==> src/rtl/nand_erase_pkg.sv <==
package nand_erase_pkg;
  typedef enum logic [3:0] {
    ST_IDLE, ST_SETUP, ST_ADDR, ST_CONFIRM, ST_WAIT,
    ST_STATCMD, ST_STATRD, ST_READCMD, ST_DONE
  } seq_state_e;

  localparam logic [7:0] CMD_ERASE_SETUP = 8'h60;
  localparam logic [7:0] CMD_ERASE_CONF  = 8'hD0;
  localparam logic [7:0] CMD_STATUS      = 8'h70;
  localparam logic [7:0] CMD_READ_MODE   = 8'h00;
endpackage

==> src/rtl/nand_bus_cycle.sv <==
module nand_bus_cycle #(
  parameter int unsigned WE_LOW  = 3,
  parameter int unsigned WE_HIGH = 2,
  parameter int unsigned RE_LOW  = 3,
  parameter int unsigned RE_HIGH = 2
) (
  input  logic clk_i,
  input  logic rst_ni,
  input  logic go_i,
  input  logic rd_i,
  output logic we_n_o,
  output logic re_n_o,
  output logic sample_o,
  output logic done_o
);
  localparam int unsigned MAXLEN = (WE_LOW > WE_HIGH ? WE_LOW : WE_HIGH) >
                                   (RE_LOW > RE_HIGH ? RE_LOW : RE_HIGH) ?
                                   (WE_LOW > WE_HIGH ? WE_LOW : WE_HIGH) :
                                   (RE_LOW > RE_HIGH ? RE_LOW : RE_HIGH);
  localparam int unsigned CW = $clog2(MAXLEN + 1);

  typedef enum logic [1:0] {PH_IDLE, PH_LOW, PH_HIGH} phase_e;
  phase_e     ph_q;
  logic       rd_q;
  logic [CW-1:0] cnt_q, low_last, high_last;

  assign low_last  = rd_q ? CW'(RE_LOW - 1)  : CW'(WE_LOW - 1);
  assign high_last = rd_q ? CW'(RE_HIGH - 1) : CW'(WE_HIGH - 1);

  always_ff @(posedge clk_i or negedge rst_ni) begin
    if (!rst_ni) begin
      ph_q  <= PH_IDLE;
      rd_q  <= 1'b0;
      cnt_q <= '0;
    end else begin
      unique case (ph_q)
        PH_IDLE: if (go_i) begin
          ph_q  <= PH_LOW;
          rd_q  <= rd_i;
          cnt_q <= '0;
        end
        PH_LOW: if (cnt_q == low_last) begin
          ph_q  <= PH_HIGH;
          cnt_q <= '0;
        end else cnt_q <= cnt_q + 1'b1;
        PH_HIGH: if (cnt_q == high_last) begin
          ph_q  <= PH_IDLE;
          cnt_q <= '0;
        end else cnt_q <= cnt_q + 1'b1;
        default: ph_q <= PH_IDLE;
      endcase
    end
  end

  assign we_n_o   = !(ph_q == PH_LOW && !rd_q);
  assign re_n_o   = !(ph_q == PH_LOW && rd_q);
  assign sample_o = (ph_q == PH_LOW) && rd_q && (cnt_q == low_last);
  assign done_o   = (ph_q == PH_HIGH) && (cnt_q == high_last);
endmodule

==> src/rtl/nand_wait_timer.sv <==
module nand_wait_timer #(
  parameter int unsigned TWB_CYC     = 10,
  parameter int unsigned TIMEOUT_CYC = 1000000
) (
  input  logic clk_i,
  input  logic rst_ni,
  input  logic active_i,
  input  logic rdy_i,
  output logic ready_o,
  output logic expire_o
);
  localparam int unsigned LIMIT = TWB_CYC + TIMEOUT_CYC;
  localparam int unsigned TW    = $clog2(LIMIT + 1);

  logic [TW-1:0] cnt_q;
  logic          holdoff_done;

  always_ff @(posedge clk_i or negedge rst_ni) begin
    if (!rst_ni)                 cnt_q <= '0;
    else if (!active_i)          cnt_q <= '0;
    else if (cnt_q != TW'(LIMIT)) cnt_q <= cnt_q + 1'b1;
  end

  assign holdoff_done = cnt_q >= TW'(TWB_CYC);
  assign ready_o  = active_i && holdoff_done && rdy_i;
  assign expire_o = active_i && !ready_o && (cnt_q == TW'(LIMIT - 1));
endmodule

==> src/rtl/nand_status_decode.sv <==
module nand_status_decode (
  input  logic [7:0] stat_i,
  output logic       fail_o,
  output logic       wp_o,
  output logic       pass_o
);
  logic unused_stat_bits;
  assign unused_stat_bits = ^stat_i[5:1];

  assign fail_o = stat_i[0] | ~stat_i[6];
  assign wp_o   = ~stat_i[7];
  assign pass_o = ~fail_o & ~wp_o;
endmodule

==> src/rtl/nand_erase_seq.sv <==
module nand_erase_seq
  import nand_erase_pkg::*;
#(
  parameter int unsigned ROW_W       = 24,
  parameter int unsigned WE_LOW      = 3,
  parameter int unsigned WE_HIGH     = 2,
  parameter int unsigned RE_LOW      = 3,
  parameter int unsigned RE_HIGH     = 2,
  parameter int unsigned TWB_CYC     = 10,
  parameter int unsigned TIMEOUT_CYC = 1000000
) (
  input  logic             clk_i,
  input  logic             rst_ni,
  input  logic             start_i,
  input  logic [ROW_W-1:0] row_addr_i,
  input  logic             busy_n_i,
  input  logic [7:0]       io_i,
  output logic [7:0]       io_o,
  output logic             io_oe_o,
  output logic             cle_o,
  output logic             ale_o,
  output logic             ce_no,
  output logic             we_no,
  output logic             re_no,
  output logic             busy_o,
  output logic             done_o,
  output logic             pass_o,
  output logic             fail_o,
  output logic             wp_err_o,
  output logic             timeout_o
);
  localparam int unsigned ROW_BYTES = ROW_W / 8;
  localparam int unsigned IW        = (ROW_BYTES > 1) ? $clog2(ROW_BYTES) : 1;

  seq_state_e       state_q;
  logic [ROW_W-1:0] row_q;
  logic [IW-1:0]    idx_q;
  logic             launched_q, valid_q, to_q;
  logic [7:0]       stat_q;
  logic             issue_st, bus_go, bus_rd, bus_done, bus_sample;
  logic             tmr_ready, tmr_expire;
  logic             dec_fail, dec_wp, dec_pass;

  assign issue_st = state_q inside {ST_SETUP, ST_ADDR, ST_CONFIRM,
                                    ST_STATCMD, ST_STATRD, ST_READCMD};
  assign bus_go   = issue_st && !launched_q;
  assign bus_rd   = (state_q == ST_STATRD);

  nand_bus_cycle #(
    .WE_LOW(WE_LOW), .WE_HIGH(WE_HIGH), .RE_LOW(RE_LOW), .RE_HIGH(RE_HIGH)
  ) u_cycle (
    .clk_i, .rst_ni, .go_i(bus_go), .rd_i(bus_rd),
    .we_n_o(we_no), .re_n_o(re_no), .sample_o(bus_sample), .done_o(bus_done)
  );

  nand_wait_timer #(.TWB_CYC(TWB_CYC), .TIMEOUT_CYC(TIMEOUT_CYC)) u_timer (
    .clk_i, .rst_ni, .active_i(state_q == ST_WAIT), .rdy_i(busy_n_i),
    .ready_o(tmr_ready), .expire_o(tmr_expire)
  );

  nand_status_decode u_dec (
    .stat_i(stat_q), .fail_o(dec_fail), .wp_o(dec_wp), .pass_o(dec_pass)
  );

  always_ff @(posedge clk_i or negedge rst_ni) begin
    if (!rst_ni) begin
      state_q    <= ST_IDLE;
      row_q      <= '0;
      idx_q      <= '0;
      launched_q <= 1'b0;
      valid_q    <= 1'b0;
      to_q       <= 1'b0;
      stat_q     <= '0;
    end else begin
      if (bus_go)     launched_q <= 1'b1;
      if (bus_done)   launched_q <= 1'b0;
      if (bus_sample) stat_q     <= io_i;
      unique case (state_q)
        ST_IDLE: if (start_i) begin
          state_q <= ST_SETUP;
          row_q   <= row_addr_i;
          idx_q   <= '0;
          valid_q <= 1'b0;
          to_q    <= 1'b0;
        end
        ST_SETUP: if (bus_done) state_q <= ST_ADDR;
        ST_ADDR: if (bus_done) begin
          if (idx_q == IW'(ROW_BYTES - 1)) state_q <= ST_CONFIRM;
          else idx_q <= idx_q + 1'b1;
        end
        ST_CONFIRM: if (bus_done) state_q <= ST_WAIT;
        ST_WAIT: begin
          if (tmr_ready) state_q <= ST_STATCMD;
          else if (tmr_expire) begin
            state_q <= ST_DONE;
            to_q    <= 1'b1;
            valid_q <= 1'b1;
          end
        end
        ST_STATCMD: if (bus_done) state_q <= ST_STATRD;
        ST_STATRD:  if (bus_done) state_q <= ST_READCMD;
        ST_READCMD: if (bus_done) begin
          state_q <= ST_DONE;
          valid_q <= 1'b1;
        end
        ST_DONE: state_q <= ST_IDLE;
        default: state_q <= ST_IDLE;
      endcase
    end
  end

  always_comb begin
    unique case (state_q)
      ST_SETUP:   io_o = CMD_ERASE_SETUP;
      ST_ADDR:    io_o = row_q[{idx_q, 3'b000} +: 8];
      ST_CONFIRM: io_o = CMD_ERASE_CONF;
      ST_STATCMD: io_o = CMD_STATUS;
      ST_READCMD: io_o = CMD_READ_MODE;
      default:    io_o = 8'h00;
    endcase
  end

  assign cle_o     = state_q inside {ST_SETUP, ST_CONFIRM, ST_STATCMD, ST_READCMD};
  assign ale_o     = (state_q == ST_ADDR);
  assign io_oe_o   = cle_o | ale_o;
  assign ce_no     = (state_q == ST_IDLE) || (state_q == ST_DONE);
  assign busy_o    = (state_q != ST_IDLE);
  assign done_o    = (state_q == ST_DONE);
  assign timeout_o = valid_q && to_q;
  assign fail_o    = valid_q && (to_q || dec_fail);
  assign wp_err_o  = valid_q && !to_q && dec_wp;
  assign pass_o    = valid_q && !to_q && dec_pass;
endmodule

==> config.mk <==
export PLATFORM = sky130hd
export DESIGN_NAME = nand_erase_seq
export DESIGN_NICKNAME = d
export VERILOG_FILES = /design/src/rtl/nand_erase_pkg.sv /design/src/rtl/nand_bus_cycle.sv /design/src/rtl/nand_wait_timer.sv /design/src/rtl/nand_status_decode.sv /design/src/rtl/nand_erase_seq.sv
export SDC_FILE = /design/constraint.sdc
export NUM_CORES = 1
export LEC_CHECK = 0
export BUFFER_PORTS_ARGS = -buffer_cell sky130_fd_sc_hd__buf_4
export CAP_MARGIN = 20
export CORE_ASPECT_RATIO = 0.75
export CORE_MARGIN = 10
export CORE_UTILIZATION = 40
export DETAILED_ROUTE_END_ITERATION = 10
export PLACE_DENSITY_LB_ADDON = 0.08
export SLEW_MARGIN = 20
export SYNTH_ARGS = -nofsm -noshare
export SYNTH_HDL_FRONTEND = slang
export SYNTH_HIERARCHICAL = 1
export SYNTH_SLANG_ARGS = --single-unit
==> constraint.sdc <==
create_clock -name clk_i -period 2.2 [get_ports clk_i]
set_clock_uncertainty 0.1 [all_clocks]
set_input_delay 0.33 -clock clk_i [delete_from_list [all_inputs] [get_ports clk_i]]
set_output_delay 0.33 -clock clk_i [all_outputs]
set_load 0.02 [all_outputs]
# == Word level (Yosys, flattened, before mapping) ==
# Cells that the tools add are included.
# op_classes
add_sub_neg,3
n_shift,1
bitwise,6
mux,34
magnitude_cmp,1
reduce_logical,40
n_eq_ne,31
# ops
op,count
two-way mux 20 bit,2
two-way mux 4 bit,10
case mux 4 bit (8 select lines),1
case mux 8 bit (4 select lines),1
!= test 2 bit (second input constant),12
variable part select 24 x 6 -> 8 bit,1
adder 20 x 1 -> 20 bit (second input constant),1
equality test 20 bit (second input constant),1
>= comparator 20 x 4 -> 1 bit (second input constant),1
!= test 20 bit (second input constant),1
two-way mux 2 bit,9
equality test 4 x 3 -> 1 bit (second input constant),4
logical AND 1 bit,14
case mux 2 bit (3 select lines),2
AND reduction 9 bit,1
equality test 4 x 2 -> 1 bit (second input constant),2
AND reduction 4 bit,2
nonzero test 4 bit,2
equality test 2 bit (second input constant),3
zero test 1 bit,6
two-way mux 1 bit,6
!= test 2 x 1 -> 1 bit (second input constant),3
AND reduction 2 bit,3
nonzero test 2 bit,3
18 further kinds,25
# totals
in_bits,36
word_cells,127
reg_bits,66

# == Depth between registers and ports, before layout ==
# Gate-level depths: netlist of run 1.
# logic_depth
ltp_word,9
ltp_mapped,9
ltp_nobuf,9

# == By module ==
# The synthesis of run 1 kept the hierarchy.
# by_module_without_submodules
mod,instances,seq_area_each_um2,cells_each,area_per_inst_um2
nand_erase_seq,1,1026.0,170,2031.9
nand_wait_timer,1,500.5,127,1189.9
nand_bus_cycle,1,125.1,35,374.1
nand_status_decode,1,0.0,3,18.8

# == Least setup slack after synthesis of run 1 ==
# OpenSTA, ideal clock, no wires.
# synth_timing
path_kind,register to register
startpoint,register state_q[2]
endpoint,register valid_q
path_buffers,1
path_stages_with_launch,10
synth_period_minus_slack_ps,2416
t_arrival_ps,2252
slack_ps,-216
path_cell_list,dfrtp_1 > buf_2 > nand2b_1 > nor3_1 > nand4_1 > or4_1 > nor3_1 > or4b_4 > a21oi_2 > a21o_1
# synth_between
elab_chain_len,8
elab_cells_between_ends,15
cone_classes,6 x eq/ne; 1 x mux; 8 x reduce/logical
# synth_rtl
item,line,rtl
"start, declared",nand_erase_seq.sv:35,seq_state_e state_q;
"start signal, assigned",nand_erase_seq.sv:67,state_q <= ST_IDLE;
"start signal, assigned",nand_erase_seq.sv:80,state_q <= ST_SETUP;
"start signal, assigned",nand_erase_seq.sv:86,ST_SETUP: if (bus_done) state_q <= ST_ADDR;
equality test 4 x 3 -> 1 bit *,nand_erase_seq.sv:57,".clk_i, .rst_ni, .active_i(state_q == ST_WAIT), .rdy_i(busy_n_i),"
logical AND 1 bit (2 in series),nand_wait_timer.sv:25,assign ready_o = active_i && holdoff_done && rdy_i;
zero test 1 bit,nand_wait_timer.sv:26,assign expire_o = active_i && !ready_o && (cnt_q == TW'(LIMIT - 1));
logical AND 1 bit * (2 in series),nand_wait_timer.sv:26,
net tmr_expire,nand_erase_seq.sv:41,"logic tmr_ready, tmr_expire;"
!= test 2 bit (no line) *,--,
AND reduction 5 bit (no line) *,--,
"end signal, assigned",nand_erase_seq.sv:71,valid_q <= 1'b0;
"end signal, assigned",nand_erase_seq.sv:83,valid_q <= 1'b0;
"end signal, assigned",nand_erase_seq.sv:97,valid_q <= 1'b1;
"end, declared",nand_erase_seq.sv:38,"logic launched_q, valid_q, to_q;"
# Mark *: on every way through the listed nets, which the timed path passes. The rest lies on a longest branch.
# A chain may end at the register's enable or synchronous reset.

# == Worst setup path in the final report of run 1 ==
# layout_timing
startpoint,register state_q[3]
endpoint,register valid_q
# Same word-level chain as after synthesis.

==> flow_metrics.py, run 1 <==
metrics = {
    "placement": {
        "place_area_um2": 4189,
        "dp_slack_ps": -88.10,
        "dpl.hpwl_mm": 5.808,
        "numPortBuffers": 50,
        "gp_congestion": 0.8150,
    },
    "drt": {
        "drt-initial-drc-count": 172,
        "post_drt_wl_per_cell_um": 15.56,
        "vias_per_cell": 5.113,
        "vias": 2720,
        "drc": 0,
        "wirelength_mm": 8.277,
        "drtAntennaViolNets": 0,
        "drt-pass1-iter-count": 4,
    },
    "sta": {
        "fin_crit_ps": 2347,
        "drv_slew": 0,
        "final_hold_viol_count": 13,
        "grt_setup_unrepaired": "yes",
        "fin_ws_ps": -146.6,
        "worstMarginPinSlew_ps": 772.4,
        "max_freq_ghz": 0.4261,
        "whs_ps": -13.62,
        "setup_viol": 9,
        "slew_headroom_pct": 48.51,
        "post-route-period-util_pct": 106.7,
    },
    "run": {
        "cap_violations": 0,
    },
    "power": {
        "power.density_nw_per_um2": 1036,
        "p_leak_uw": 0.002098,
        "vdd_drop_max_v": 0.0004830,
    },
    "worst_hold_path": {
        "hold_class": "input pin to async pin",
    },
    "clocking": {
        "h-tree-depth": 3,
        "root_buffer": "clkbuf_16",
        "cts-buffers-inserted": 9,
        "cts_tree": "yes",
        "clk_pin_slew_ps": 50,
        "cts.sinks": 61,
        "clk_latency_ps": 320,
        "clockBufferDepth": 2,
    },
    "floorplanning": {
        "core_area_um2": 8418,
        "io_pins": 56,
        "chipHeight_um": 100.2,
        "initial_core_util_pct": 40.78,
        "row_count": 29,
        "dieArea_um2": 12730,
        "die_w_um": 127.0,
    },
    "setup_path": {
        "path_max_fanout": 2,
        "reg2reg_depth": 8,
        "crit_slowest_cell": "or4b_4",
        "r2r-end": "valid_q$_DFFE_PN0P_",
        "max_stage_delay_ps": 510,
        "r2r_start": "state_q[3]$_DFFE_PN0P_",
        "crit_type": "flop to flop",
        "ff2ff_setup_slack_ps": -150,
        "required_ps": 2360,
        "end_kind": "flop",
        "startpoint_type": "flop",
        "critPathCapture": "valid_q$_DFFE_PN0P_",
        "worstPathCellList": "nand2b_4, nor3_4, nand4_1, or4_4, nor3_4, or4b_4, a21oi_4, a21o_1",
        "crit_top_cell": "nor3_4",
        "arrival_ps": 2510,
        "critPathLaunch": "state_q[3]$_DFFE_PN0P_",
    },
    "global_routing": {
        "antenna_found_initial": 0,
        "grt_pass1_wl_mm": 13.66,
        "grt_pass1_vias": 2735,
        "grt_max_degree": 62,
        "grtUsageTotal_pct": 13.04,
        "overflow": 0,
    },
    "final_layout": {
        "diodes": 0,
        "layout-drive-gt1-share_pct": 43.87,
        "fin_util_pct": 55.87,
        "nets": 466,
        "areaGrowthSynthToFinish_pct": 36.99,
        "design_area_um2": 4703,
    },
    "run_status": {
        "violations": "negative hold slack, negative setup slack",
        "status": "complete, but fails checks",
    },
    "logic_synthesis": {
        "syn-num-nets": 371,
        "netlist_area_um2": 3433,
        "yosysWarnings": 6,
        "syn_avg_cell_area_um2": 10.56,
        "syn_inst": 325,
    },
}
[final cells by class]
type	count	area [um^2]
Clock buffer	11	242.7
Tap cell	108	135.1
Multi-Input combinational cell	236	1889
Sequential cell	61	1529
Timing Repair Buffer	99	805.8
Fill cell	763	3715
Clock inverter	4	48.80
Inverter	13	52.55
[per-layer routing]
| layer | wire [um] | GRT usage, % | part of all wire (%) |
|---|---|---|---|
| met3 | 446 | 4.265 | 5.4 |
| met4 | 68 | 3.668 | 0.82 |
| met1 | 4226 | 18.30 | 51 |
| met2 | 3535 | 18.58 | 43 |
| met5 | 0 | 0 | 0 |
[state kept, by name, indices dropped and copies added (netlist names), 2 cells and up]
register and cells:
row_q 24, u_timer/cnt_q 20, state_q 4, stat_q 3, idx_q 2, u_cycle/cnt_q 2
u_cycle/ph_q 2
[worst max-delay path, delay by kind of cell, from the launching register on]
family	cells	cell delay (ps)
and+or+nand+nor	6	1580
DFF	1	380
AOI/OAI and AO/OA	2	230
[cell usage in the layout (no fill, tap or decap), types with 6 or more instances in the layout]
master and n:
clkbuf_16 9, nand3_1 10, nand2b_1 11, nor2_1 23, dfrtp_1 59, buf_4 90
xnor2_1 11, nand2_1 28, nor3_1 8, buf_6 6, ha_1 9, mux2_2 33
inv_1 11
[repair_timing]
action | in CTS | in global routing
hold buffers | 0 | 0
setup buffers | 6 | 4
pin swaps | 3 | 6
endpoints found under the setup margin | 11 | 11
gates cloned | 1 | 0
gates resized for setup | 13 | 15
[worst min-delay path by stage]
stage | endpoint | slack [ps]
floorplan | idx_q[0]$_DFFE_PN0P_ | -70
global placement | row_q[11]$_DFFE_PN0P_ | 370
detailed placement | row_q[3]$_DFFE_PN0P_ | 370
CTS | row_q[3]$_DFFE_PN0P_ | 20
global route | row_q[3]$_DFFE_PN0P_ | 60
finish | row_q[3]$_DFFE_PN0P_ | -10
[power breakdown]
group | leakage [uW] | internal [uW] | switching, uW | total (uW)
combinational | 0.00117 | 986 | 890 | 1880
sequential | 0.000781 | 1420 | 191 | 1610
clock | 0.000145 | 898 | 488 | 1390
total | 0.00210 | 3300 | 1570 | 4870
[through the flow]
stage	setup TNS (ps)	power (uW)	cells
2_1_floorplan	-69.54	2773	325
3_3_place_gp	-68.01	3268	506
3_5_place_dp	-132.8	3303	506
6_report	-764.8	4873	532
5_1_grt	-1514	5157	532
4_1_cts	-126.2	4858	528
Note: power is estimated with default switching activity, not from simulation.
==> run 2: changes to the inputs <==
- CELL_PAD_IN_SITES_DETAIL_PLACEMENT: unset -> 0
- CELL_PAD_IN_SITES_GLOBAL_PLACEMENT: unset -> 2
- CORE_UTILIZATION: 40 -> 33
==> run 2 against run 1 <==
Net effect: the run ends with negative setup slack left; flip-flop and latch count did not move; first-iteration DRC count fell by 39%; sequential share of layout area fell by 1.2 points; worst setup slack improved by 52 ps; die area rose by 17%; sequential power barely moved; power rose by 7.3%; count of clock-buffer cells in the layout did not move; via count rose by 0.55%; highest routed layer unchanged.
==> flow_metrics.py, run 2 (synthesis gave the netlist of run 1 again) <==
metrics = {
    "final_layout": {
        "areaGrowthSynthToFinish_pct": 42.31,
        "design_area_um2": 4886,
        "fin_cells": 567,
        "largest_register_ffs": 24,
        "multiInputGateArea_um2": 1927,
        "top_regs": "row_q x24, u_timer/cnt_q x20, state_q x4",
        "final_common_cell": "buf_4",
        "fillers": 967,
        "layout_common_cells": "buf_4, dfrtp_1, mux2_2",
        "nets": 473,
        "regMostFlops": "row_q",
        "diodes": 0,
        "final-seq-area_um2": 1528,
        "layout-drive-gt1-share_pct": 45.48,
    },
    "setup_path": {
        "cp.buffers_inverters": 1,
        "required_ps": 2370,
        "startpoint_type": "flop",
        "crit_family": "simple AND/OR/NAND/NOR gates",
        "worstPathCellList": "buf_6, nor3_4, nand4_1, or4_4, nor3_4, or4b_4, a21oi_2, a21o_1",
        "max_stage_delay_ps": 490,
        "crit_type": "flop to flop",
        "arrival_ps": 2460,
        "crit_slowest_cell": "or4b_4",
        "end_kind": "flop",
        "crit_top_cell": "nor3_4",
        "path_max_fanout": 2,
    },
    "floorplanning": {
        "io_pins": 56,
        "core_area_um2": 10210,
        "initial_core_util_pct": 33.63,
        "chipHeight_um": 108.3,
        "die_w_um": 137.8,
        "dieArea_um2": 14930,
        "row_count": 32,
    },
    "drt": {
        "wirelength_mm": 9.155,
        "drc": 0,
        "vias": 2735,
        "drtAntennaViolNets": 0,
        "vias_per_cell": 4.824,
        "drt-initial-drc-count": 105,
        "drt-pass1-iter-count": 4,
        "post_drt_wl_per_cell_um": 16.15,
    },
    "clocking": {
        "clk_latency_ps": 330,
        "cts.sinks": 61,
        "h-tree-depth": 3,
        "clockBufferDepth": 2,
        "root_buffer": "clkbuf_16",
        "cts_tree": "yes",
        "cts-buffers-inserted": 9,
        "clk_pin_slew_ps": 60,
    },
    "global_routing": {
        "antenna_found_initial": 0,
        "grt_max_degree": 35,
        "grt_pass1_vias": 2878,
        "overflow": 0,
        "grtUsageTotal_pct": 12.68,
        "grt_pass1_wl_mm": 14.84,
    },
    "power": {
        "vdd_drop_max_v": 0.0004977,
        "switchingPower_uw": 1650,
        "cell_internal_pwr_uw": 3577,
        "power.density_nw_per_um2": 1070,
        "switching_share_pct": 31.57,
        "p_clk_share_pct": 31.6,
        "power_frac_comb_pct": 37.7,
        "p_seq_share_pct": 30.8,
        "p_leak_uw": 0.002169,
    },
    "placement": {
        "numPortBuffers": 50,
        "dpl.hpwl_mm": 6.622,
        "numPlacedInstances": 542,
        "place_area_um2": 4309,
        "gp_congestion": 0.7379,
    },
    "run_status": {
        "violations": "negative setup slack",
        "status": "complete, but fails checks",
    },
    "worst_hold_path": {
        "hold_class": "input pin to flop",
    },
    "sta": {
        "grt_setup_unrepaired": "yes",
        "fin_ws_ps": -94.74,
        "setup_viol": 8,
        "fin_crit_ps": 2295,
        "worstMarginPinSlew_ps": 575.5,
        "max_freq_ghz": 0.4358,
        "slew_headroom_pct": 61.59,
        "post-route-period-util_pct": 104.3,
        "drv_slew": 0,
        "final_hold_viol_count": 0,
    },
    "run": {
        "cap_violations": 0,
    },
}
[run 2: area by class of cell]
type	instances	share of cell area, %
multi-input combinational	236	39.44
sequential	61	31.27
timing repair buffer	106	17.70
clock buffer	11	5.173
tap	136	3.483
clock inverter	4	1.946
inverter	13	0.9987
[run 2: timing repair]
action,CTS,global route
setup buffers,7,2
endpoints found under the setup margin,12,15
pin swaps,4,5
hold endpoints to repair,31,0
hold buffers,1,0
gates resized for setup,22,12
[run 2: final timing paths]
path	to	cells past startpoint	slack, ps	start
min in group asynchronous	row_q[21]$_DFFE_PN0P_	2	400	rst_ni
worst min register to register	row_q[14]$_DFFE_PN0P_	1	390	row_q[14]$_DFFE_PN0P_
worst max register to register	valid_q$_DFFE_PN0P_	8	-90	state_q[0]$_DFFE_PN0P_
max in group asynchronous	row_q[3]$_DFFE_PN0P_	3	1000	rst_ni
worst min-delay path	row_q[11]$_DFFE_PN0P_	2	120	row_addr_i[11]
worst max-delay path	valid_q$_DFFE_PN0P_	8	-90	state_q[0]$_DFFE_PN0P_
[run 2: power by group through the flow]
stage | clock (uW) | sequential, uW | combinational (uW)
floorplan | 0 | 1560 | 1210
global placement | 0 | 1620 | 1740
detailed placement | 0 | 1630 | 1770
CTS | 1690 | 1610 | 1920
global route | 1740 | 1650 | 2140
finish | 1650 | 1610 | 1970
[run 2: metal layers]
layer | global-route usage [%] | up-vias | wire length, um
li1 | - | 1362 | -
met1 | 16.81 | 1320 | 4615
met4 | 3.863 | 0 | 61
met2 | 19.35 | 49 | 3959
met5 | 0 | - | 0
met3 | 4.032 | 4 | 518
[run 2: stage by stage]
step / power (uW) / hold slack (ps) / TNS [ps] / worst slack (ps) / utilization, %
2_1_floorplan: 2773 / -65.59 / -69.54 / -55.96 / -
3_3_place_gp: 3358 / 228.0 / -94.57 / -72.76 / 42.21
3_5_place_dp: 3397 / 227.4 / -128.4 / -84.61 / 42.21
4_1_cts: 5219 / 112.0 / -346.5 / -101.7 / 47.17
5_1_grt: 5538 / 114.1 / -1092 / -234.6 / 47.86
6_report: 5228 / 115.4 / -356.3 / -94.74 / 47.86
==> run 3: changes to the inputs <==
- REMOVE_ABC_BUFFERS: unset -> 1
==> run 3 against run 2 <==
Net effect: final cell count decreased by 1.2%; combinational power decreased by 6%; core utilization decreased by 1.5 points; count of clock-buffer cells in the layout decreased by 2; highest routed layer unchanged; global-route usage decreased by 0.74 points; the flow still finishes with violations (negative setup slack).
==> flow_metrics.py, run 3 (synthesis gave the netlist of run 1 again) <==
metrics = {
    "run_status": {
        "status": "complete, but fails checks",
        "violations": "negative setup slack",
    },
    "setup_path": {
        "r2r_start": "u_timer/cnt_q[7]$_DFFE_PN0P_",
        "end_kind": "flop",
        "reg2reg_depth": 7,
        "r2r-end": "valid_q$_DFFE_PN0P_",
        "crit_type": "flop to flop",
        "startpoint_type": "flop",
        "required_ps": 2360,
        "arrival_ps": 2430,
        "ff2ff_setup_slack_ps": -70,
        "path_max_fanout": 2,
    },
    "global_routing": {
        "overflow": 0,
        "grt_pass1_vias": 2808,
        "grt_pass1_wl_mm": 14.26,
        "grtUsageTotal_pct": 11.94,
        "antenna_found_initial": 0,
        "grt_max_degree": 34,
    },
    "sta": {
        "worstMarginPinSlew_ps": 549.6,
        "whs_ps": 117.3,
        "final_hold_viol_count": 0,
        "post-route-period-util_pct": 103.1,
        "fin_ws_ps": -67.35,
        "grt_setup_unrepaired": "yes",
        "setup_viol": 6,
        "drv_slew": 0,
        "fin_crit_ps": 2267,
        "max_freq_ghz": 0.4410,
        "slew_headroom_pct": 63.32,
    },
    "final_layout": {
        "layout-drive-gt1-share_pct": 42.92,
        "design_area_um2": 4730,
        "regMostFlops": "row_q",
        "final_common_cell": "buf_4",
        "fin_cells": 560,
        "fillers": 996,
        "diodes": 0,
        "nets": 465,
        "areaGrowthSynthToFinish_pct": 37.76,
        "top_regs": "row_q x24, u_timer/cnt_q x20, state_q x4",
        "largest_register_ffs": 24,
        "layout_common_cells": "buf_4, dfrtp_1, mux2_2",
    },
    "drt": {
        "drtAntennaViolNets": 0,
        "drt-initial-drc-count": 115,
        "drc": 0,
        "wirelength_mm": 8.395,
        "post_drt_wl_per_cell_um": 14.99,
        "vias": 2673,
        "drt-pass1-iter-count": 4,
        "vias_per_cell": 4.773,
    },
    "clocking": {
        "cts-buffers-inserted": 9,
        "cts.sinks": 61,
        "clockBufferDepth": 2,
        "h-tree-depth": 3,
        "root_buffer": "clkbuf_16",
        "clk_latency_ps": 320,
        "cts_tree": "yes",
        "clk_pin_slew_ps": 60,
    },
    "floorplanning": {
        "chipHeight_um": 108.3,
        "core_area_um2": 10210,
        "dieArea_um2": 14930,
        "initial_core_util_pct": 33.63,
        "die_w_um": 137.8,
        "io_pins": 56,
        "row_count": 32,
    },
    "worst_hold_path": {
        "hold_class": "input pin to flop",
        "worstHoldStart": "row_addr_i[11]",
        "min_to": "row_q[11]$_DFFE_PN0P_",
        "hold_depth": 2,
    },
    "power": {
        "p_clk_share_pct": 30.4,
        "power_frac_comb_pct": 37.1,
        "switchingPower_uw": 1627,
        "power.density_nw_per_um2": 1057,
        "p_seq_share_pct": 32.4,
        "vdd_drop_max_v": 0.0003502,
        "cell_internal_pwr_uw": 3372,
        "switching_share_pct": 32.55,
        "p_leak_uw": 0.002110,
    },
    "placement": {
        "gp_congestion": 0.7800,
        "dpl.hpwl_mm": 6.204,
        "numPortBuffers": 50,
        "numPlacedInstances": 536,
        "place_area_um2": 4222,
    },
    "run": {
        "cap_violations": 0,
    },
}
[run 3: layout make-up]
cell class / instances / area (um^2) / share of cell area, %
clock buffers: 9 / 225.2 / 4.762
clock inverters: 7 / 98.84 / 2.090
inverters: 13 / 48.80 / 1.032
multi-input cells: 236 / 1872 / 39.58
flip-flops and latches: 61 / 1529 / 32.33
well taps: 136 / 170.2 / 3.598
repair buffers: 98 / 785.8 / 16.61
[run 3: worst max-delay path by stage]
stage	startpoint	endpoint	slack, ps
3_3_place_gp	u_timer/cnt_q[7]$_DFFE_PN0P_	valid_q$_DFFE_PN0P_	-240
2_1_floorplan	state_q[3]$_DFFE_PN0P_	valid_q$_DFFE_PN0P_	-760
4_1_cts	u_timer/cnt_q[15]$_DFFE_PN0P_	valid_q$_DFFE_PN0P_	-140
3_5_place_dp	u_timer/cnt_q[7]$_DFFE_PN0P_	valid_q$_DFFE_PN0P_	-320
5_1_grt	u_timer/cnt_q[7]$_DFFE_PN0P_	valid_q$_DFFE_PN0P_	-250
6_report	u_timer/cnt_q[7]$_DFFE_PN0P_	valid_q$_DFFE_PN0P_	-70
[run 3: metrics by stage]
stage,setup WS (ps),util [%],setup TNS [ps],power (uW)
6_report,-67.35,46.32,-181.1,4999
5_1_grt,-246.8,46.32,-971.0,5323
4_1_cts,-139.6,45.39,-365.7,4952
3_5_place_dp,-315.5,41.35,-814.6,3335
3_3_place_gp,-243.6,41.35,-610.1,3312
2_1_floorplan,-759.2,-,-2656,2705
[run 3: worst max-delay path: stages, from the launching register on]
cell and delay, ps:
dfrtp_1 400, nor4_4 310, nand3_2 150, o311a_1 340
nor3_2 180, or4b_4 490, a21oi_2 150, a21o_1 90
[run 3: power groups by stage]
stage	combinational [uW]	clock (uW)	sequential (uW)
2_1_floorplan	1070	0	1630
3_3_place_gp	1710	0	1600
3_5_place_dp	1720	0	1620
4_1_cts	1780	1560	1610
5_1_grt	2050	1620	1660
6_report	1860	1520	1620
[run 3: repair_timing]
action / 4_1_cts / 5_1_grt
endpoints found under the setup margin: 13 / 10
pin swaps: 7 / 6
endpoints found under the hold margin: 32 / 0
resized for setup: 16 / 12
hold buffers: 1 / 0
setup buffers: 3 / 5
[run 3: layer usage]
| layer | share of wire, % | track usage [%] | vias to the layer above | routed length (um) |
|---|---|---|---|---|
| li1 | - | - | 1345 | - |
| met2 | 47 | 18.60 | 28 | 3913 |
| met1 | 48 | 15.96 | 1293 | 4053 |
| met3 | 4.2 | 3.614 | 7 | 355 |
| met5 | 0 | 0 | - | 0 |
| met4 | 0.86 | 2.749 | 0 | 72 |
